## src/rtl/acc_core_pkg.sv

```systemverilog
package acc_core_pkg;

  localparam int OP_W = 5;

  localparam logic [OP_W-1:0] OPC_ADD   = 5'b00000;
  localparam logic [OP_W-1:0] OPC_NAND  = 5'b00001;
  localparam logic [OP_W-1:0] OPC_SHIFT = 5'b00010;
  localparam logic [OP_W-1:0] OPC_LOAD  = 5'b00011;
  localparam logic [OP_W-1:0] OPC_STORE = 5'b00100;
  localparam logic [OP_W-1:0] OPC_BNEG  = 5'b00101;
  localparam logic [OP_W-1:0] OPC_GOTO  = 5'b00110;

  typedef enum logic [1:0] {
    CMD_IDLE  = 2'b00,
    CMD_READ  = 2'b01,
    CMD_WRITE = 2'b10
  } mem_cmd_e;

  typedef enum logic [3:0] {
    ST_BOOT0, ST_BOOT1, ST_IFETCH, ST_DEC0, ST_DEC1,
    ST_ARITH, ST_SHIFT, ST_LDA, ST_LDB, ST_LDC,
    ST_STA, ST_STB, ST_GOTO, ST_BNEG, ST_SKIP
  } state_e;

  typedef enum logic [2:0] {
    ALU_ADD, ALU_NAND, ALU_SHL, ALU_SHR, ALU_PASSB
  } alu_op_e;

  typedef enum logic [1:0] {
    EXT_SX = 2'b00,
    EXT_ZX = 2'b01,
    EXT_DI = 2'b10
  } ext_sel_e;

  typedef enum logic [1:0] {
    PC_HOLD, PC_CLEAR, PC_INC, PC_LOAD_INC
  } pc_sel_e;

  typedef enum logic [1:0] {
    AO_HOLD, AO_CLEAR, AO_FROM_PC, AO_FROM_BUS
  } ao_sel_e;

  typedef struct packed {
    logic     di_le;
    logic     ir_le;
    logic     ac_le;
    alu_op_e  alu_op;
    ext_sel_e ext_sel;
    pc_sel_e  pc_sel;
    ao_sel_e  ao_sel;
  } ctrl_t;

endpackage

```

## src/rtl/acc_operand_ext.sv

```systemverilog
module acc_operand_ext
  import acc_core_pkg::*;
#(
  parameter int DATA_W = 16,
  parameter int X_W    = 10
) (
  input  logic [DATA_W-1:0] di,
  input  ext_sel_e          sel,
  output logic [DATA_W-1:0] y
);
  localparam int PAD_W = DATA_W - X_W;

  always_comb begin
    unique case (sel)
      EXT_SX:  y = {{PAD_W{di[X_W-1]}}, di[X_W-1:0]};
      EXT_ZX:  y = {{PAD_W{1'b0}}, di[X_W-1:0]};
      default: y = di;
    endcase
  end
endmodule

```

## src/rtl/acc_pc_unit.sv

```systemverilog
module acc_pc_unit
  import acc_core_pkg::*;
#(
  parameter int DATA_W = 16
) (
  input  logic              clk,
  input  logic              rst,
  input  pc_sel_e           sel,
  input  logic [DATA_W-1:0] abus,
  output logic [DATA_W-1:0] pc
);
  localparam logic [DATA_W-1:0] STEP = DATA_W'(DATA_W / 8);

  logic [DATA_W-1:0] base;
  assign base = (sel == PC_LOAD_INC) ? abus : pc;

  always_ff @(posedge clk) begin
    if (rst) begin
      pc <= '0;
    end else begin
      unique case (sel)
        PC_CLEAR:            pc <= '0;
        PC_INC, PC_LOAD_INC: pc <= base + STEP;
        default:             pc <= pc;
      endcase
    end
  end
endmodule

```

## src/rtl/acc_alu.sv

```systemverilog
module acc_alu
  import acc_core_pkg::*;
#(
  parameter int DATA_W = 16
) (
  input  logic [DATA_W-1:0] a,
  input  logic [DATA_W-1:0] b,
  input  alu_op_e           op,
  output logic [DATA_W-1:0] y
);
  always_comb begin
    unique case (op)
      ALU_ADD:  y = a + b;
      ALU_NAND: y = ~(a & b);
      ALU_SHL:  y = {a[DATA_W-2:0], 1'b0};
      ALU_SHR:  y = {1'b0, a[DATA_W-1:1]};
      default:  y = b;
    endcase
  end
endmodule

```

## src/rtl/acc_ctrl.sv

```systemverilog
module acc_ctrl
  import acc_core_pkg::*;
(
  input  logic            clk,
  input  logic            rst,
  input  logic [OP_W-1:0] opcode,
  input  logic            shift_right,
  input  logic            ac_neg,
  output state_e          state,
  output ctrl_t           ctl,
  output logic [1:0]      mem_cmd
);
  state_e   st_q, nxt;
  mem_cmd_e cmd_q, cmd_d;

  always_comb begin
    nxt         = st_q;
    ctl.di_le   = 1'b0;
    ctl.ir_le   = 1'b0;
    ctl.ac_le   = 1'b0;
    ctl.alu_op  = ALU_PASSB;
    ctl.ext_sel = EXT_ZX;
    ctl.pc_sel  = PC_HOLD;
    ctl.ao_sel  = AO_HOLD;
    unique case (st_q)
      ST_BOOT0: begin
        ctl.pc_sel = PC_CLEAR;
        ctl.ao_sel = AO_CLEAR;
        nxt        = ST_BOOT1;
      end
      ST_BOOT1: begin
        ctl.pc_sel = PC_INC;
        nxt        = ST_IFETCH;
      end
      ST_IFETCH: begin
        ctl.di_le = 1'b1;
        nxt       = ST_DEC0;
      end
      ST_DEC0: begin
        ctl.ir_le = 1'b1;
        nxt       = ST_DEC1;
      end
      ST_DEC1: begin
        ctl.ao_sel = AO_FROM_BUS;
        casez (opcode)
          5'b0000?:  nxt = ST_ARITH;
          OPC_SHIFT: nxt = ST_SHIFT;
          OPC_LOAD:  nxt = ST_LDA;
          OPC_STORE: nxt = ST_STA;
          OPC_BNEG:  nxt = ST_BNEG;
          5'b0011?:  nxt = ST_GOTO;
          default:   nxt = ST_SKIP;
        endcase
      end
      ST_ARITH: begin
        ctl.ext_sel = EXT_SX;
        ctl.alu_op  = opcode[0] ? ALU_NAND : ALU_ADD;
        ctl.ac_le   = 1'b1;
        ctl.ao_sel  = AO_FROM_PC;
        ctl.pc_sel  = PC_INC;
        nxt         = ST_IFETCH;
      end
      ST_SHIFT: begin
        ctl.alu_op = shift_right ? ALU_SHR : ALU_SHL;
        ctl.ac_le  = 1'b1;
        ctl.ao_sel = AO_FROM_PC;
        ctl.pc_sel = PC_INC;
        nxt        = ST_IFETCH;
      end
      ST_LDA: begin
        ctl.di_le = 1'b1;
        nxt       = ST_LDB;
      end
      ST_LDB: begin
        ctl.ext_sel = EXT_DI;
        ctl.ac_le   = 1'b1;
        nxt         = ST_LDC;
      end
      ST_STA: nxt = ST_STB;
      ST_GOTO: begin
        ctl.ao_sel = AO_FROM_BUS;
        ctl.pc_sel = PC_LOAD_INC;
        nxt        = ST_IFETCH;
      end
      ST_BNEG: begin
        ctl.ao_sel = ac_neg ? AO_FROM_BUS : AO_FROM_PC;
        ctl.pc_sel = ac_neg ? PC_LOAD_INC : PC_INC;
        nxt        = ST_IFETCH;
      end
      default: begin
        ctl.ao_sel = AO_FROM_PC;
        ctl.pc_sel = PC_INC;
        nxt        = ST_IFETCH;
      end
    endcase
  end

  always_comb begin
    if (nxt == ST_IFETCH || nxt == ST_LDA) cmd_d = CMD_READ;
    else if (nxt == ST_STA)                cmd_d = CMD_WRITE;
    else                                   cmd_d = CMD_IDLE;
  end

  always_ff @(posedge clk) begin
    if (rst) begin
      st_q  <= ST_BOOT0;
      cmd_q <= CMD_IDLE;
    end else begin
      st_q  <= nxt;
      cmd_q <= cmd_d;
    end
  end

  assign state   = st_q;
  assign mem_cmd = cmd_q;
endmodule

```

## src/rtl/acc_core.sv

```systemverilog
module acc_core
  import acc_core_pkg::*;
#(
  parameter int DATA_W = 16
) (
  input  logic              clk,
  input  logic              rst,
  output logic [DATA_W-1:0] mem_addr,
  output logic [DATA_W-1:0] mem_wdata,
  input  logic [DATA_W-1:0] mem_rdata,
  output logic [1:0]        mem_cmd
);
  localparam int X_W     = DATA_W - 1 - OP_W;
  localparam int OPC_MSB = DATA_W - 2;

  state_e            state_q;
  ctrl_t             ctl;
  logic [DATA_W-1:0] ao_q, di_q, ac_q, pc, abus, alu_y;
  logic [OP_W-1:0]   ir_q;

  acc_ctrl ctrl_i (
    .clk         (clk),
    .rst         (rst),
    .opcode      (ir_q),
    .shift_right (di_q[0]),
    .ac_neg      (ac_q[DATA_W-1]),
    .state       (state_q),
    .ctl         (ctl),
    .mem_cmd     (mem_cmd)
  );

  acc_operand_ext #(.DATA_W(DATA_W), .X_W(X_W)) ext_i (
    .di  (di_q),
    .sel (ctl.ext_sel),
    .y   (abus)
  );

  acc_pc_unit #(.DATA_W(DATA_W)) pc_i (
    .clk  (clk),
    .rst  (rst),
    .sel  (ctl.pc_sel),
    .abus (abus),
    .pc   (pc)
  );

  acc_alu #(.DATA_W(DATA_W)) alu_i (
    .a  (ac_q),
    .b  (abus),
    .op (ctl.alu_op),
    .y  (alu_y)
  );

  always_ff @(posedge clk) begin
    if (rst) begin
      ao_q <= '0;
      di_q <= '0;
      ir_q <= '0;
      ac_q <= '0;
    end else begin
      if (ctl.di_le) di_q <= mem_rdata;
      if (ctl.ir_le) ir_q <= di_q[OPC_MSB -: OP_W];
      if (ctl.ac_le) ac_q <= alu_y;
      unique case (ctl.ao_sel)
        AO_CLEAR:    ao_q <= '0;
        AO_FROM_PC:  ao_q <= pc;
        AO_FROM_BUS: ao_q <= abus;
        default:     ao_q <= ao_q;
      endcase
    end
  end

  assign mem_addr  = ao_q;
  assign mem_wdata = ac_q;
endmodule

```

## config.mk

```make
export PLATFORM = sky130hd
export DESIGN_NAME = acc_core
export DESIGN_NICKNAME = d
export VERILOG_FILES = /design/src/rtl/acc_core_pkg.sv /design/src/rtl/acc_operand_ext.sv /design/src/rtl/acc_pc_unit.sv /design/src/rtl/acc_alu.sv /design/src/rtl/acc_ctrl.sv /design/src/rtl/acc_core.sv
export SDC_FILE = /design/constraint.sdc
export NUM_CORES = 1
export LEC_CHECK = 0
export ABC_AREA = 1
export BUFFER_PORTS_ARGS = -buffer_cell sky130_fd_sc_hd__buf_2
export CAP_MARGIN = 25
export CORE_MARGIN = 4
export CORE_UTILIZATION = 40
export DETAILED_ROUTE_END_ITERATION = 10
export GPL_ROUTABILITY_DRIVEN = 1
export GPL_TIMING_DRIVEN = 1
export HOLD_SLACK_MARGIN = 0.1
export PLACE_DENSITY_LB_ADDON = 0.25
export SYNTH_ARGS = -nofsm -noshare
export SYNTH_HDL_FRONTEND = slang
export SYNTH_SLANG_ARGS = --single-unit
```

## constraint.sdc

```tcl
create_clock -name clk -period 2.3 [get_ports clk]
set_clock_uncertainty 0.05 [all_clocks]
set_input_delay 0.115 -clock clk [delete_from_list [all_inputs] [get_ports clk]]
set_output_delay 0.115 -clock clk [all_outputs]
set_load 0.005 [all_outputs]
```

==> flow_summary.ini, run 1 <==
[status]
outcome = finished with violations
violations = negative setup slack

[timing]
finalCriticalPeriod_ns = 2.33
min_period_over_period = 1.01
fin_setup_tns_ns = -0.0321
tightest_slew_ns = 0.559
rsz0062_at_grt = yes
finalHoldViolCount = 0
clock.fmax_mhz = 429
layout_setup_ws_ns = -0.0321
timing.hold.ws_ns = 0.417
finalMaxSlewViolations = 0
finalSetupViolCount = 1
max_slew_margin = 0.627

[floorplanning]
core_um2 = 11600
die_area_um2 = 13900
num_rows = 39
die_width_um = 118
initial_core_util = 0.415
die_y_um = 118
ioPinCount = 52

[global_route]
globalRouteTotalUtil = 0.221
grt_max_degree = 38
gr-total-overflow = 0
antenna_found_initial = 0
grt_pass1_vias = 5191
grt_first_pass_wirelength_mm = 25.2

[critical_path]
criticalPathCategory = reg2reg
crit_fanout = 6
crit_top_cell = nand2_1
startpoint_type = flip-flop
critPathSlowestCell = dfxtp_4
end_kind = flip-flop
max_stage_delay_ns = 0.36
reg2reg_slack_ns = -0.03
timing.rr.start = ctrl_i.state[0]
crit_start = ctrl_i.state[0]
critical_path_required_ns = 2.52
crit_arrival_ns = 2.55
path_cells = nor2_4, inv_2, nor2_4, nand2_4, nand2_4, inv_4, a21oi_2, ha_4, a21oi_2, nand2_2, a21oi_2, nand2_1, nand2_1, nand3_2, nand2_1, nand2_1, a21oi_1

[clock_network]
clkSinkCount = 75
clk_path_buf_depth = 2
cts_tree = yes
cts_buffers = 9
cts.clk_slew.worst_paths_ns = 0.06
cts_htree_levels = 3
clk_latency_ns = 0.35
root_buffer = clkbuf_16

[cells_and_area]
fin_nets = 883
finish.instance_area_um2 = 6380
drive_gt1_frac = 0.263
finalNonFillerCells = 995
areaGrowthSynthToFinish_pct = 32.4
utilization = 0.550
fill_cells = 1087
diodes = 0

[logic_synthesis]
postSynthNetCount = 770
ys_seq_area_frac = 0.312
synth_cell_type_count = 47
synth_edf_count = 0
yosysMostFrequentCell = nand2_1
synth_cells = 734
syn_avg_cell_area_um2 = 6.57
synth.largest_area_cell = dfxtp_1
synth-main-ff-cell = dfxtp_1
ys_warn_count = 0
synthTopCellsByCount = nand2_1 (163), inv_1 (85), a21oi_1 (79)
yosys_register_bits = 75
syn_area_um2 = 4820
synth_area_leaders = dfxtp_1 (31%), nand2_1 (13%), a21oi_1 (8.2%), nand3_1 (7.0%), inv_1 (6.6%)
synth_top_area_frac = 0.312
async_flop_share = 0

[pwr]
p_total_mw = 3.16
p_per_area_nw_per_um2 = 495
p_leak_nw = 2.83
irDropWorstVdd_v = 0.000526
p_sw_uw = 849
clkPwrFrac = 0.452
swShare = 0.269
seqPwrFrac = 0.432
comb_power_share = 0.117
internal_power_mw = 2.31

[worst_hold_path]
hold_class = reg2reg
hold_path_startpoint = pc_i.pc[8]

[route]
vias = 5423
via_per_inst = 5.45
drt-initial-drc-count = 360
post_drt_wl_per_cell_um = 15.8
postRouteAntennaNets = 0
firstDrtPassIters = 5
drc_errors = 0
wirelength_mm = 15.7

[job]
drv_cap = 0

[placement]
dpl-instance-area_um2 = 5500
place_ws_ns = -0.108
port_buffers = 51
dp.cells = 952
gp_congestion = 0.909
post-dp-hpwl_mm = 11.2
state kept, by name, summed over array words and instances, names as in the netlist:
name / flops
di_q: 16
mem_addr: 16
mem_wdata: 16
pc_i.pc: 16
ir_q: 5
ctrl_i.state: 4
ctrl_i.mem_cmd: 2
layer usage:
| metal | routed length (um) | track usage |
|---|---|---|
| met1 | 6770 | 0.284 |
| met4 | 393 | 0.0799 |
| met2 | 7500 | 0.369 |
| met3 | 1050 | 0.0452 |
| met5 | 0 | 0 |
area by class of cell:
type	count	area (um^2)	area share
Multi-Input combinational cell	542	3170	0.497
Sequential cell	75	1510	0.236
Timing Repair Buffer	126	877	0.137
Inverter	93	354	0.0555
Clock buffer	9	225	0.0353
Tap cell	143	179	0.0280
Clock inverter	7	68.8	0.0108
timing repair:
action,4_1_cts,5_1_grt
setup buffers,4,6
endpoints found under the setup margin,5,17
hold buffers,17,0
gates resized for setup,16,75
pin swaps,11,32
hold endpoints to repair,20,0
cells by family after synthesis:
logic type / after synthesis / synth area share
AND/OR/NAND/NOR: 335 / 0.311
AO/OA/AOI/OAI: 186 / 0.225
buffers and inverters: 117 / 0.0989
flip-flops: 75 / 0.312
adder cells (fa/ha/maj): 18 / 0.0483
XOR/XNOR: 3 / 0.00545
cell usage in the layout (no fill, tap or decap), types with 5 or more instances in the layout:
master	instances
a21oi_1	70
a21oi_2	9
buf_2	51
buf_4	56
clkbuf_16	9
dfxtp_1	73
dlygate4sd3_1	17
ha_1	11
ha_4	5
inv_1	76
inv_2	15
nand2_1	154
nand2_2	13
nand2_4	6
nand3_1	63
nor2_1	51
nor2_2	11
nor2_4	13
nor3_1	7
o211ai_1	8
o21ai_0	51
o21ai_1	7
o221ai_1	6
o22ai_1	6
critical path: cells and delay by family, from the launching register on:
kind | cells | cell delay (ns)
flip-flops | 1 | 0.36
buffers and inverters | 2 | 0.12
AND/OR/NAND/NOR | 10 | 0.82
AO/OA/AOI/OAI | 4 | 0.64
adder cells (fa/ha/maj) | 1 | 0.25
path summary, 6_finish.rpt:
| kind | end | cells after the start |
|---|---|---|
| max reg2reg | mem_wdata[15] | 17 |
| min | pc_i.pc[8] | 2 |
| max | mem_wdata[15] | 17 |
| min reg2reg | pc_i.pc[8] | 2 |
power by group through the flow:
stage	registers, mW	logic (mW)	clock network, mW
global route	1.37	0.407	1.51
global placement	1.39	0.321	0
finish	1.36	0.368	1.43
CTS	1.36	0.354	1.45
floorplan	1.39	0.196	0
detailed placement	1.39	0.324	0
Note: power is estimated with default switching activity, not from simulation.
==> run 2, diff against run 1 <==
- BUFFER_PORTS_ARGS: -buffer_cell sky130_fd_sc_hd__buf_2 -> -buffer_cell sky130_fd_sc_hd__clkbuf_2
==> flow_summary.ini, run 2 (synthesized netlist as in run 1, its figures left out) <==
[status]
outcome = finished with violations
violations = negative setup slack

[timing]
finalHoldViolCount = 0
finalMaxSlewViolations = 0
finalSetupViolCount = 2
layout_setup_ws_ns = -0.0326
max_slew_margin = 0.628
finalCriticalPeriod_ns = 2.33
tightest_slew_ns = 0.557
min_period_over_period = 1.01
clock.fmax_mhz = 429
rsz0062_at_grt = yes

[critical_path]
startpoint_type = flip-flop
critical_path_required_ns = 2.52
criticalPathCategory = reg2reg
end_kind = flip-flop
crit_arrival_ns = 2.55
crit_fanout = 7

[clock_network]
cts_htree_levels = 3
cts_buffers = 9
clk_latency_ns = 0.35
root_buffer = clkbuf_16
cts_tree = yes
clkSinkCount = 75
cts.clk_slew.worst_paths_ns = 0.07
clk_path_buf_depth = 2

[cells_and_area]
finalNonFillerCells = 991
fill_cells = 1134
diodes = 0
final_common_cell = nand2_1
areaGrowthSynthToFinish_pct = 30.0
most-common-layout-cells = nand2_1 (157), inv_1 (78), dfxtp_1 (73)
utilization = 0.539
drive_gt1_frac = 0.248
fin_nets = 879

[global_route]
gr-total-overflow = 0
grt_max_degree = 42
globalRouteTotalUtil = 0.216
grt_first_pass_wirelength_mm = 24.7
grt_pass1_vias = 5027
antenna_found_initial = 0

[route]
drt-initial-drc-count = 399
firstDrtPassIters = 5
via_per_inst = 5.42
post_drt_wl_per_cell_um = 15.4
drc_errors = 0
vias = 5368
postRouteAntennaNets = 0
wirelength_mm = 15.3

[floorplanning]
die_width_um = 118
core_um2 = 11600
die_y_um = 118
die_area_um2 = 13900
initial_core_util = 0.415
num_rows = 39
ioPinCount = 52

[job]
drv_cap = 0

[pwr]
irDropWorstVdd_v = 0.000325
seqPwrFrac = 0.446
clkPwrFrac = 0.435
comb_power_share = 0.119
p_sw_uw = 851
swShare = 0.279
p_leak_nw = 2.75
internal_power_mw = 2.20
p_per_area_nw_per_um2 = 488

[placement]
place_ws_ns = -0.0752
port_buffers = 51
post-dp-hpwl_mm = 11.1
dp.cells = 953
gp_congestion = 0.917

[worst_hold_path]
hold_class = in2reg
-- run 2: changes by cell type in the layout (fill, tap and decap cells not counted), moves of 2 or more --
cell,previous run,this run
a21oi_2,9,11
nor2_2,11,3
nor2_1,51,57
inv_2,15,12
buf_2,51,0
clkbuf_2,0,51
buf_4,56,54
inv_6,0,3
nand2_1,154,157
nor2_4,13,15
inv_1,76,78
-- run 2: metrics by stage --
step           cell area [um^2]  setup TNS, ns  hold WS (ns)  power, mW
2_1_floorplan              4830              0         0.232       1.58
3_3_place_gp               5510        -0.0147         0.319       1.71
3_5_place_dp               5510         -0.217         0.327       1.71
4_1_cts                    5990              0         0.220       3.07
5_1_grt                    6260         -0.702         0.241       3.19
6_report                   6260        -0.0463         0.221       3.05
-- run 2: repair_timing --
| item | CTS | global route |
|---|---|---|
| pin swaps | 5 | 23 |
| hold buffers | 16 | 0 |
| endpoints found under the setup margin | 5 | 13 |
| hold endpoints to repair | 16 | 0 |
| resized for setup | 12 | 60 |
| buffers inserted | 3 | 3 |
-- run 2: path summary, 6_finish.rpt --
path / end / slack (ns) / startpoint / depth (start not counted)
setup / recovery: mem_wdata[13] / -0.03 / ctrl_i.state[0] / 17
hold / removal: ctrl_i.state[0] / 0.22 / rst / 3
setup reg to reg: mem_wdata[13] / -0.03 / ctrl_i.state[0] / 17
hold reg to reg: pc_i.pc[6] / 0.42 / pc_i.pc[6] / 2
-- run 2: area by class of cell --
type,count,area (um^2),area share
inverter,93,359,0.0573
sequential,75,1510,0.241
timing repair buffer,122,832,0.133
clock buffer,9,225,0.0360
clock inverter,7,50.0,0.00799
multi-input combinational,542,3110,0.496
tap,143,179,0.0286
-- run 2: critical path, stage by stage, from the launching register on --
cell and delay, ns:
dfxtp_4 0.36, nor2_4 0.12, inv_2 0.06, nor2_4 0.13
nand2_4 0.13, nand2_4 0.12, inv_6 0.06, nor2_4 0.12
ha_4 0.23, a21oi_4 0.16, o21bai_1 0.08, a21oi_1 0.17
nand2_1 0.07, nand2_1 0.05, nand3_1 0.08, nand2_1 0.08
nand2_1 0.05, a21oi_1 0.13
-- run 2: power groups by stage --
stage	registers, mW	logic, mW	clock network, mW
floorplan	1.39	0.196	0
global placement	1.39	0.318	0
detailed placement	1.39	0.321	0
CTS	1.36	0.350	1.36
global route	1.37	0.403	1.42
finish	1.36	0.362	1.33
-- run 2: per-layer routing --
layer | wire, um | global-route usage | share of wire | vias to the layer above
met1 | 6810 | 0.285 | 0.45 | 2460
met5 | 0 | 0 | 0 | -
met4 | 300 | 0.0755 | 0.020 | 0
met2 | 7220 | 0.355 | 0.47 | 200
met3 | 963 | 0.0389 | 0.063 | 25
li1 | - | - | - | 2683
